## src/rtl/code_slew_pkg.sv

```systemverilog
package code_slew_pkg;

    localparam int SLEW_W_DEF  = 11;
    localparam int CHIP_W_DEF  = 10;
    localparam int PRI_LEN_DEF = 1023;
    localparam int ALT_LEN_DEF = 511;

    typedef enum logic {
        ARM_ON_WRAP   = 1'b0,
        ARM_ON_STROBE = 1'b1
    } arm_mode_e;

    function automatic int sel_len(input logic alt, input int pri_len, input int alt_len);
        return alt ? alt_len : pri_len;
    endfunction

endpackage

```

## src/rtl/slew_pending.sv

```systemverilog
module slew_pending #(
    parameter int SLEW_W = 11
) (
    input  logic              clk,
    input  logic              rst,
    input  logic              wr_en,
    input  logic [SLEW_W-1:0] wr_data,
    input  logic              arm,
    input  logic              busy,
    output logic [SLEW_W-1:0] take_val
);
    logic [SLEW_W-1:0] pending;

    // A write in the arming cycle is the latest value, so it wins.
    assign take_val = wr_en ? wr_data : pending;

    always_ff @(posedge clk) begin
        if (rst) begin
            pending <= '0;
        end else if (arm) begin
            pending <= '0;
        end else if (wr_en && !busy) begin
            pending <= wr_data;
        end
    end

    AST_PEND_CLEARED: assert property (@(posedge clk) disable iff (rst)
        arm |=> pending == '0);

endmodule

```

## src/rtl/slew_stall.sv

```systemverilog
module slew_stall #(
    parameter int SLEW_W = 11
) (
    input  logic              clk,
    input  logic              rst,
    input  logic              tick,
    input  logic              load,
    input  logic [SLEW_W-1:0] load_val,
    input  logic              reload,
    input  logic [SLEW_W-1:0] reload_val,
    output logic              busy,
    output logic              hold
);
    logic [SLEW_W-1:0] cnt;

    assign busy = (cnt != '0);
    assign hold = tick && busy;

    always_ff @(posedge clk) begin
        if (rst) begin
            cnt <= '0;
        end else if (load) begin
            cnt <= load_val;
        end else if (reload) begin
            cnt <= reload_val;
        end else if (hold) begin
            cnt <= cnt - 1'b1;
        end
    end

    AST_STALL_STEP: assert property (@(posedge clk) disable iff (rst)
        (busy && tick && !load && !reload) |=> cnt == $past(cnt) - 1'b1);

    AST_IDLE_STAYS: assert property (@(posedge clk) disable iff (rst)
        (!busy && !load && !reload) |=> !busy);

endmodule

```

## src/rtl/code_phase.sv

```systemverilog
module code_phase
    import code_slew_pkg::*;
#(
    parameter int CHIP_W  = 10,
    parameter int PRI_LEN = 1023,
    parameter int ALT_LEN = 511
) (
    input  logic              clk,
    input  logic              rst,
    input  logic              tick,
    input  logic              hold,
    input  logic              alt,
    output logic [CHIP_W-1:0] chip,
    output logic              wrap_ev,
    output logic              dump
);
    typedef struct packed {
        logic [CHIP_W-1:0] idx;
        logic              half;
    } phase_t;

    phase_t            ph;
    logic [CHIP_W-1:0] len;
    logic              step;

    assign len     = CHIP_W'(sel_len(alt, PRI_LEN, ALT_LEN));
    assign step    = tick && !hold;
    assign wrap_ev = step && ph.half && (ph.idx >= len);
    assign chip    = ph.idx;

    always_ff @(posedge clk) begin
        if (rst) begin
            ph.idx  <= CHIP_W'(1);
            ph.half <= 1'b0;
            dump    <= 1'b0;
        end else begin
            dump <= wrap_ev;
            if (step) begin
                ph.half <= !ph.half;
                if (ph.half) begin
                    ph.idx <= wrap_ev ? CHIP_W'(1) : ph.idx + 1'b1;
                end
            end
        end
    end

    AST_CHIP_RANGE: assert property (@(posedge clk) disable iff (rst)
        (ph.idx >= CHIP_W'(1)) && (ph.idx <= CHIP_W'(PRI_LEN)));

    AST_DUMP_FIRST_CHIP: assert property (@(posedge clk) disable iff (rst)
        dump |-> (ph.idx == CHIP_W'(1)) && !ph.half);

    AST_DUMP_ONE_CYCLE: assert property (@(posedge clk) disable iff (rst)
        dump |=> !dump);

endmodule

```

## src/rtl/code_slew_ctrl.sv

```systemverilog
module code_slew_ctrl
    import code_slew_pkg::*;
#(
    parameter int SLEW_W  = SLEW_W_DEF,
    parameter int CHIP_W  = CHIP_W_DEF,
    parameter int PRI_LEN = PRI_LEN_DEF,
    parameter int ALT_LEN = ALT_LEN_DEF
) (
    input  logic              clk,
    input  logic              rst,
    input  logic              half_tick,
    input  logic              preset_mode,
    input  logic              alt_code,
    input  logic              tic,
    input  logic              wr_en,
    input  logic [SLEW_W-1:0] wr_data,
    output logic [CHIP_W-1:0] chip_idx,
    output logic              dump,
    output logic              slew_busy
);
    arm_mode_e         mode;
    logic              arm;
    logic              wrap_ev;
    logic              hold;
    logic              reload;
    logic [SLEW_W-1:0] take_val;

    assign mode   = arm_mode_e'(preset_mode);
    assign arm    = (mode == ARM_ON_STROBE) ? tic : wrap_ev;
    assign reload = wr_en && slew_busy && !arm;

    slew_pending #(.SLEW_W(SLEW_W)) u_pend (
        .clk      (clk),
        .rst      (rst),
        .wr_en    (wr_en),
        .wr_data  (wr_data),
        .arm      (arm),
        .busy     (slew_busy),
        .take_val (take_val)
    );

    slew_stall #(.SLEW_W(SLEW_W)) u_stall (
        .clk        (clk),
        .rst        (rst),
        .tick       (half_tick),
        .load       (arm),
        .load_val   (take_val),
        .reload     (reload),
        .reload_val (wr_data),
        .busy       (slew_busy),
        .hold       (hold)
    );

    code_phase #(
        .CHIP_W  (CHIP_W),
        .PRI_LEN (PRI_LEN),
        .ALT_LEN (ALT_LEN)
    ) u_phase (
        .clk     (clk),
        .rst     (rst),
        .tick    (half_tick),
        .hold    (hold),
        .alt     (alt_code),
        .chip    (chip_idx),
        .wrap_ev (wrap_ev),
        .dump    (dump)
    );

    AST_HOLD_WHILE_BUSY: assert property (@(posedge clk) disable iff (rst)
        (slew_busy && half_tick) |=> $stable(chip_idx));

    AST_NO_TICK_NO_MOVE: assert property (@(posedge clk) disable iff (rst)
        !half_tick |=> $stable(chip_idx));

    AST_TIC_IGNORED: assert property (@(posedge clk) disable iff (rst)
        (!preset_mode && tic && !slew_busy && !wrap_ev && !wr_en) |=> !slew_busy);

endmodule

```

## config.mk

```make
export PLATFORM = sky130hd
export DESIGN_NAME = code_slew_ctrl
export DESIGN_NICKNAME = d
export VERILOG_FILES = /design/src/rtl/code_slew_pkg.sv /design/src/rtl/slew_pending.sv /design/src/rtl/slew_stall.sv /design/src/rtl/code_phase.sv /design/src/rtl/code_slew_ctrl.sv
export SDC_FILE = /design/constraint.sdc
export NUM_CORES = 1
export LEC_CHECK = 0
export ABC_CLOCK_PERIOD_IN_PS = 2600
export CELL_PAD_IN_SITES_DETAIL_PLACEMENT = 0
export CELL_PAD_IN_SITES_GLOBAL_PLACEMENT = 1
export CORE_MARGIN = 2
export CORE_UTILIZATION = 36
export CTS_CLUSTER_DIAMETER = 120
export CTS_CLUSTER_SIZE = 14
export DETAILED_ROUTE_END_ITERATION = 10
export PLACE_DENSITY = 0.8
export SYNTH_ARGS = -nofsm -noshare
export SYNTH_HDL_FRONTEND = slang
export SYNTH_SLANG_ARGS = --single-unit
```

## constraint.sdc

```tcl
create_clock -name clk -period 2.6 [get_ports clk]
set_input_delay 0.78 -clock clk [delete_from_list [all_inputs] [get_ports clk]]
set_output_delay 0.78 -clock clk [all_outputs]
set_load 0.03 [all_outputs]
```

Word-level counts from Yosys, hierarchy flattened
Cells that the tools add are included.
{"block": "totals", "output_inout_bits": 12, "reg_bits": 34, "word_cells": 30, "in_bits": 18}
{"block": "op_classes", "order_cmp": 1, "reduce_logical": 15, "addsub": 2, "n_mux": 7}
{"cell": "$mux 11", "count": 4}
{"cell": "$mux 10", "count": 2}
{"cell": "$reduce_bool 11->1", "count": 1}
{"cell": "$sub 11x1->11 const B", "count": 1}
{"cell": "$add 10x1->10 const B", "count": 1}
{"cell": "$ge 10x10->1", "count": 1}
{"cell": "$logic_and 1x1->1", "count": 7}
{"cell": "$logic_not 1->1", "count": 4}
{"cell": "$reduce_bool 3->1", "count": 1}
{"cell": "$reduce_and 2->1", "count": 1}
{"cell": "$reduce_or 2->1", "count": 1}
{"cell": "$mux 1", "count": 1}

Logic depth before layout (Yosys ltp)
Gate-level depths: netlist of run 1.
{"block": "logic_depth", "depth_word": 11, "ltp_mapped": 10, "mapped_depth_nobuf": 9}

By module
From an unflattened synthesis of run 1, not the netlist that was laid out.
{"block": "hier_totals", "cells_unflattened": 251, "hier_area_um2": 2070.7}
{"mod": "slew_stall", "area_per_inst_um2": 833.3, "seq_area_each_um2": 220.2, "instances": 1, "cells_per_inst": 114}
{"mod": "code_phase", "area_per_inst_um2": 645.6, "seq_area_each_um2": 240.2, "instances": 1, "cells_per_inst": 72}
{"mod": "slew_pending", "area_per_inst_um2": 566.8, "seq_area_each_um2": 220.2, "instances": 1, "cells_per_inst": 62}
{"mod": "code_slew_ctrl", "area_per_inst_um2": 25.0, "seq_area_each_um2": 0.0, "instances": 1, "cells_per_inst": 3}

Worst setup path before layout of run 1
Ideal clock, no wire load.
{"block": "synth_timing", "kind": "input port to flip-flop", "from": "in half_tick", "to": "reg u_stall.cnt[7]", "arrival_time_ns": 2.528, "t_required_ns": 2.483, "path_slack_ns": -0.045, "stages": 8, "path_buffers": 2, "path_cell_list": "clkbuf_1 -> nand2_1 -> or4_1 -> buf_4 -> o31ai_4 -> o21ai_4 -> or2_0 -> a32o_1"}
{"block": "synth_via", "elab_chain_len": 10, "word_cells_on_any_way": 11, "cone_classes": "3 x mux; 8 x reduce/logical"}
{"item": "start, declared", "line": "code_slew_ctrl.sv:11", "source": "input logic half_tick,"}
{"item": "$logic_and 1x1->1", "line": "slew_stall.sv:17", "source": "assign hold = tick && busy;"}
{"item": "$logic_not 1->1", "line": "code_phase.sv:27", "source": "assign step = tick && !hold;"}
{"item": "$logic_and 1x1->1", "line": "code_phase.sv:27"}
{"item": "$logic_and 1x1->1 (2 in series)", "line": "code_phase.sv:28", "source": "assign wrap_ev = step && ph.half && (ph.idx >= len);"}
{"item": "$mux 1", "line": "code_slew_ctrl.sv:29", "source": "assign arm = (mode == ARM_ON_STROBE) ? tic : wrap_ev;"}
{"item": "$logic_not 1->1", "line": "code_slew_ctrl.sv:30", "source": "assign reload = wr_en && slew_busy && !arm;"}
{"item": "$logic_and 1x1->1", "line": "code_slew_ctrl.sv:30"}
{"item": "$mux 11", "line": "slew_stall.sv:24", "source": "end else if (reload) begin"}
{"item": "$mux 11", "line": "slew_stall.sv:22", "source": "end else if (load) begin"}
{"item": "end signal, assigned", "line": "slew_stall.sv:23", "source": "cnt <= load_val;"}
{"item": "end signal, assigned", "line": "slew_stall.sv:25", "source": "cnt <= reload_val;"}
{"item": "end signal, assigned", "line": "slew_stall.sv:27", "source": "cnt <= cnt - 1'b1;"}
{"item": "end, declared", "line": "slew_stall.sv:14", "source": "logic [SLEW_W-1:0] cnt;"}
Several ways; a longest one is shown, not always the timed one.
A chain may end at the register's enable or synchronous reset.

Worst setup path after layout of run 1
{"block": "layout_timing", "from": "reg u_stall.cnt[2]", "to": "reg u_stall.cnt[0]"}
{"block": "layout_via", "elab_chain_len": 11, "word_cells_on_any_way": 13, "cone_classes": "3 x mux; 10 x reduce/logical"}
{"item": "$reduce_bool 11->1 *", "line": "slew_stall.sv:16", "source": "assign busy = (cnt != '0);"}
{"item": "$logic_and 1x1->1", "line": "slew_stall.sv:17"}
{"item": "$logic_not 1->1", "line": "code_phase.sv:27"}
{"item": "$logic_and 1x1->1", "line": "code_phase.sv:27"}
{"item": "$logic_and 1x1->1 (2 in series)", "line": "code_phase.sv:28"}
{"item": "$mux 1", "line": "code_slew_ctrl.sv:29"}
{"item": "$logic_not 1->1", "line": "code_slew_ctrl.sv:30"}
{"item": "$logic_and 1x1->1", "line": "code_slew_ctrl.sv:30"}
{"item": "$mux 11", "line": "slew_stall.sv:24"}
{"item": "$mux 11", "line": "slew_stall.sv:22"}
Mark *: on every way between the ends. The rest lies on a longest branch, timed or not.

==> flow_summary.ini, run 1 <==
[die]
die_h_um = 77.6
io_pins = 30
initial_utilization_pct = 37.7
core-area_mm2 = 0.00517
die_w_um = 77.6
die-area_mm2 = 0.00602
num_rows = 26

[layout]
final_common_cell = dfxtp_1
drive_gt1_share_pct = 19.6
final_cell_mix = dfxtp_1 (34), buf_4 (30), nand2_1 (27), clkdlybuf4s50_1 (27), nor2_1 (24)
fillCellCount = 507
fin_cells = 355
regArea_um2 = 681
final_nets = 308
final_core_util_pct = 49.8
area_delta_synth_final_pct = 32.2
antennaDiodeCount = 0
multiInputGateArea_mm2 = 0.00116

[sta]
slew_violations = 0
setup-violations-final = 0
fin_crit_ps = 2560
final-hold-violation-count = 0
slew_headroom_pct = 70.2
fin_skew_ps = 4.23
max_slew.worst_pin.slew_ps = 446
fin_crit_sh_pct = 98.3
rsz0062_at_grt = no
holdWs_ps = 455
max_freq_ghz = 0.391
setup_tns_ps = 0

[synthesis]
synth_compound_area_share_pct = 22.0
synth_edf_count = 0
synth_warnings = 0
synth_top_family_by_area = simple AND/OR/NAND/NOR gates
synth_flop_cell = dfxtp_1
synthDistinctLibCells = 57
synth_xor_area_share_pct = 4.05
muxShareOfSynthArea_pct = 1.61
syn_nets = 262
synthAdderAreaFrac_pct = 2.57
yosys.area_share.simple_pct = 26.8
synth-seq-cells = 34
synth.avg_cell_area_um2 = 8.12
async_reset_ff_share_pct = 0
netlist_instances = 240
ys_seq_area_share_pct = 34.9
synth_area_mm2 = 0.00195

[cts]
holdBufCountCts = 0
h-tree-depth = 2
clockRootBuffer = clkbuf_8
clkSinkCount = 34
clk_pin_slew_ps = 70
clk_path_buf_depth = 2
numCtsBuffers = 5
clkLatencyLatePin_ps = 280
cts_post_setup_buffers_inserted = 0
cts_tree = done

[global_route]
grt_max_degree = 23
grt_pass1_wl_mm = 8.68
gr-total-overflow = 0
first_global_vias = 1817
antenna_found_initial = 0
grtUsageTotal_pct = 17.9

[route]
first_pass_iters = 4
routed_wl_mm = 5.05
via_per_inst = 5.35
drc = 0
ant_nets = 0
wl_per_cell_um = 14.2
vias = 1898
drtIter0Drc = 84

[worst_setup_path]
startpoint = u_stall.cnt[2]
cp_max_fo = 7
cp_data_required_time_ps = 2770
rr_startpoint = u_stall.cnt[2]
critical_path_class = reg -> reg
worst_setup_path_start_kind = register
r2r_end = u_stall.cnt[0]
r2r_cells = 6
arrival_ps = 2730
crit_path_end_kind = register
reg2reg_slack_ps = 40

[placed_design]
placed_cells = 348
routabilityCongestion = 0.877
numPortBuffers = 29
dpl.hpwl_mm = 3.74

[hold_path]
hold_path_class = reg -> reg
min_from = u_pend.pending[8]
hold_path_end = u_pend.pending[8]
hold_path_depth = 2

[outcome]
outcome = finished clean

[power_and_ir_drop]
ir_drop_v = 0.000326
p_leak_nw = 0.945
power.total_w = 0.00133
power_density_mw_per_mm2 = 515

[job]
drv_cap = 0
kinds of logic (layout without fill, tap and decap cells):
| kind of cell | Yosys count | count (layout) |
|---|---|---|
| adder cells (fa/ha/maj) | 4 | 4 |
| flip-flops | 34 | 34 |
| multiplexers | 3 | 3 |
| XOR/XNOR | 9 | 9 |
| AO/OA/AOI/OAI | 57 | 58 |
| AND/OR/NAND/NOR | 105 | 105 |
| buffers and inverters | 28 | 72 |
registers in the layout (all words and copies together) (netlist names):
name and flops:
u_phase.ph 1, u_pend.pending 11, u_phase.chip 10, u_stall.cnt 11, u_phase.dump 1
worst max-delay path, stage by stage (launching register included):
cell	delay, ps
dfxtp_1	310
or4_1	590
or4_4	560
o31a_4	410
or3_1	320
a32oi_1	200
nor2_1	50
cells in the mapped netlist, drive strengths merged, types with 3 or more instances:
library cell  number  share of area [%]
dfxtp             34                 35
nand2             27                5.2
nor2              24                4.6
a21oi             19                5.1
nand3             19                4.9
buf               15                5.5
o21ai             10                3.1
xor2               8                3.6
clkbuf             7                1.3
inv                6                1.2
nor3               5                1.5
nor4               5                1.6
a311oi             4                1.8
and3               4                1.3
ha                 4                2.6
or3                4                1.3
nand2b             3               0.96
nand4              3               0.96
o31ai              3                1.9
o32ai              3                1.3
or4                3                1.3
worst max path at each step:
stage	end	slack [ps]	cells past startpoint
3_3_place_gp	u_stall.cnt[0]	-310	7
5_1_grt	u_stall.cnt[7]	9	6
2_1_floorplan	u_stall.cnt[7]	5	8
3_5_place_dp	u_stall.cnt[0]	-330	7
4_1_cts	u_stall.cnt[0]	20	7
6_report	u_stall.cnt[0]	40	6
where the power goes:
part           leakage (nW)  switching (W)  internal, W
Combinational         0.625       0.000205     0.000171
Sequential            0.277      0.0000175     0.000550
Clock                0.0431       0.000181     0.000204
repair_timing:
action | in CTS | in global routing
resized for setup | 4 | 7
cloned | 0 | 1
pin swaps | 1 | 4
endpoints found under the setup margin | 4 | 8
routing by layer:
layer	GRT usage, %	vias to the layer above	share of wire [%]
met3	3.72	7	5.6
li1	-	955	-
met4	4.64	0	1.1
met2	30.0	57	47
met5	0	-	0
met1	23.3	879	46
per-stage QoR:
step	setup slack, ps	instance area (um2)
4_1_cts	23.6	2520
5_1_grt	8.68	2570
2_1_floorplan	4.90	1960
3_3_place_gp	-307	2440
6_report	44.4	2570
3_5_place_dp	-329	2440
cell type report:
| type | count | share of cell area, % |
|---|---|---|
| Inverter | 6 | 0.875 |
| Sequential cell | 34 | 26.4 |
| Timing Repair Buffer | 60 | 20.9 |
| Clock buffer | 6 | 3.21 |
| Multi-Input combinational cell | 179 | 45.1 |
| Tap cell | 70 | 3.40 |
No activity file was read; power rests on OpenSTA's default activity.
==> inputs of run 2 (changes only) <==
- PLACE_DENSITY: 0.8 -> 0.76
==> flow_summary.ini, run 2 (synthesized netlist as in run 1, its figures left out) <==
[placed_design]
place_ws_ps = -339
placed_cell_area_mm2 = 0.00242
dpl.hpwl_mm = 3.84
routabilityCongestion = 0.903
numPortBuffers = 29

[route]
ant_nets = 0
wl_met1_mm = 2.46
dr_wl_met2_mm = 2.47
wl_per_cell_um = 14.6
first_pass_iters = 4
drtIter0Drc = 49
wl_met3_um = 228
routed_wl_mm = 5.25
drc = 0
vias = 1919
maxUsedRoutingLayer = met4
via_per_inst = 5.35

[power_and_ir_drop]
switchingPower_w = 0.000419
ir_drop_v = 0.000292
p_leak_nw = 0.949
power.share.sequential_pct = 41.7
p_comb_share_pct = 28.2
power_density_mw_per_mm2 = 529
switching_share_pct = 30.8
p_int_w = 0.000940
clock_power_share_pct = 30.0

[sta]
fin_crit_sh_pct = 98.1
setup_ws_ps = 50.3
setup_tns_ps = 0
fin_crit_ps = 2550
holdWs_ps = 449
max_slew.worst_pin.slew_ps = 440
max_freq_ghz = 0.392
final-hold-violation-count = 0
slew_violations = 0
rsz0062_at_grt = yes
setup-violations-final = 0
slew_headroom_pct = 70.6
fin_skew_ps = 6.08

[worst_setup_path]
worst_setup_path_start_kind = register
critical_path_class = reg -> out
cp_data_required_time_ps = 1820
crit_family = simple AND/OR/NAND/NOR gates
worst_path_largest_cell_delay_ps = 570
crit_path_end_kind = primary output
cp_max_fo = 3
arrival_ps = 1770
crit_slowest_cell = or4_4
path_cells = or4_4 -> nor3_4 -> inv_2 -> clkdlybuf4s15_2
critical_path_buf_inv_count = 2

[die]
core-area_mm2 = 0.00517
initial_utilization_pct = 37.7
num_rows = 26
io_pins = 30
die-area_mm2 = 0.00602
die_h_um = 77.6
die_w_um = 77.6

[cts]
clkLatencyLatePin_ps = 280
cts_tree = done
h-tree-depth = 2
numCtsBuffers = 5
clk_path_buf_depth = 2
holdBufCountCts = 0
clkSinkCount = 34
clk_pin_slew_ps = 70
clockRootBuffer = clkbuf_8

[layout]
stdcell_area_mm2 = 0.00257
final_common_cell = dfxtp_1
drive_gt1_share_pct = 20.1
final_cell_mix = dfxtp_1 (34), buf_4 (32), clkdlybuf4s50_1 (27)
fillCellCount = 527
area_delta_synth_final_pct = 31.7
final_core_util_pct = 49.6
antennaDiodeCount = 0
final_nets = 310

[global_route]
gr-total-overflow = 0
grt_max_degree = 17
first_global_vias = 1846
grtUsageTotal_pct = 18.6
grt_pass1_wl_mm = 9.01
antenna_found_initial = 0

[outcome]
outcome = finished clean

[job]
drv_cap = 0

[hold_path]
hold_path_class = reg -> reg
[run 2: final timing paths]
check,end,slack [ps],cells past startpoint,start
setup reg to reg,u_stall.cnt[1],50,7,u_stall.cnt[2]
setup / recovery,slew_busy,50,4,u_stall.cnt[9]
hold / removal,u_pend.pending[0],450,2,u_pend.pending[0]
hold reg to reg,u_pend.pending[0],450,2,u_pend.pending[0]
[run 2: power groups by stage]
stage | Clock (W) | Combinational (W) | Sequential, W
floorplan | 0 | 0.000206 | 0.000581
global route | 0.000435 | 0.000422 | 0.000569
finish | 0.000408 | 0.000384 | 0.000567
CTS | 0.000418 | 0.000379 | 0.000565
detailed placement | 0 | 0.000366 | 0.000577
global placement | 0 | 0.000366 | 0.000577
[run 2: repair_timing]
| item | in CTS | in global routing |
|---|---|---|
| hold endpoints to repair | 0 | 0 |
| setup buffers | 3 | 0 |
| gates cloned | 0 | 0 |
| endpoints found under the setup margin | 4 | 4 |
| gates resized for setup | 10 | 2 |
| pin swaps | 3 | 0 |
[run 2: layout make-up]
cell class / count / area [um2] / area share (%)
Timing Repair Buffer: 63 / 553 / 21.6
Clock inverter: 1 / 5.00 / 0.195
Sequential cell: 34 / 681 / 26.5
Multi-Input combinational cell: 178 / 1130 / 44.1
Inverter: 6 / 22.5 / 0.878
Clock buffer: 7 / 86.3 / 3.36
Tap cell: 70 / 87.6 / 3.41
[run 2: tightest hold or removal path: cells and delay by family, from the launching register on]
| family | cells | cell delay [ps] |
|---|---|---|
| AND/OR/NAND/NOR | 1 | 50 |
| flip-flops | 1 | 310 |
| AO/OA/AOI/OAI | 1 | 50 |
[run 2: layer usage]
layer,GRT usage (%),vias up
met2,30.2,57
met3,4.30,9
met5,0,-
met4,6.07,0
li1,-,956
met1,24.5,897
[run 2: through the flow]
stage	total power [W]	std cells
global route	0.00143	359
CTS	0.00136	359
global placement	0.000943	348
floorplan	0.000787	240
detailed placement	0.000943	348
finish	0.00136	359
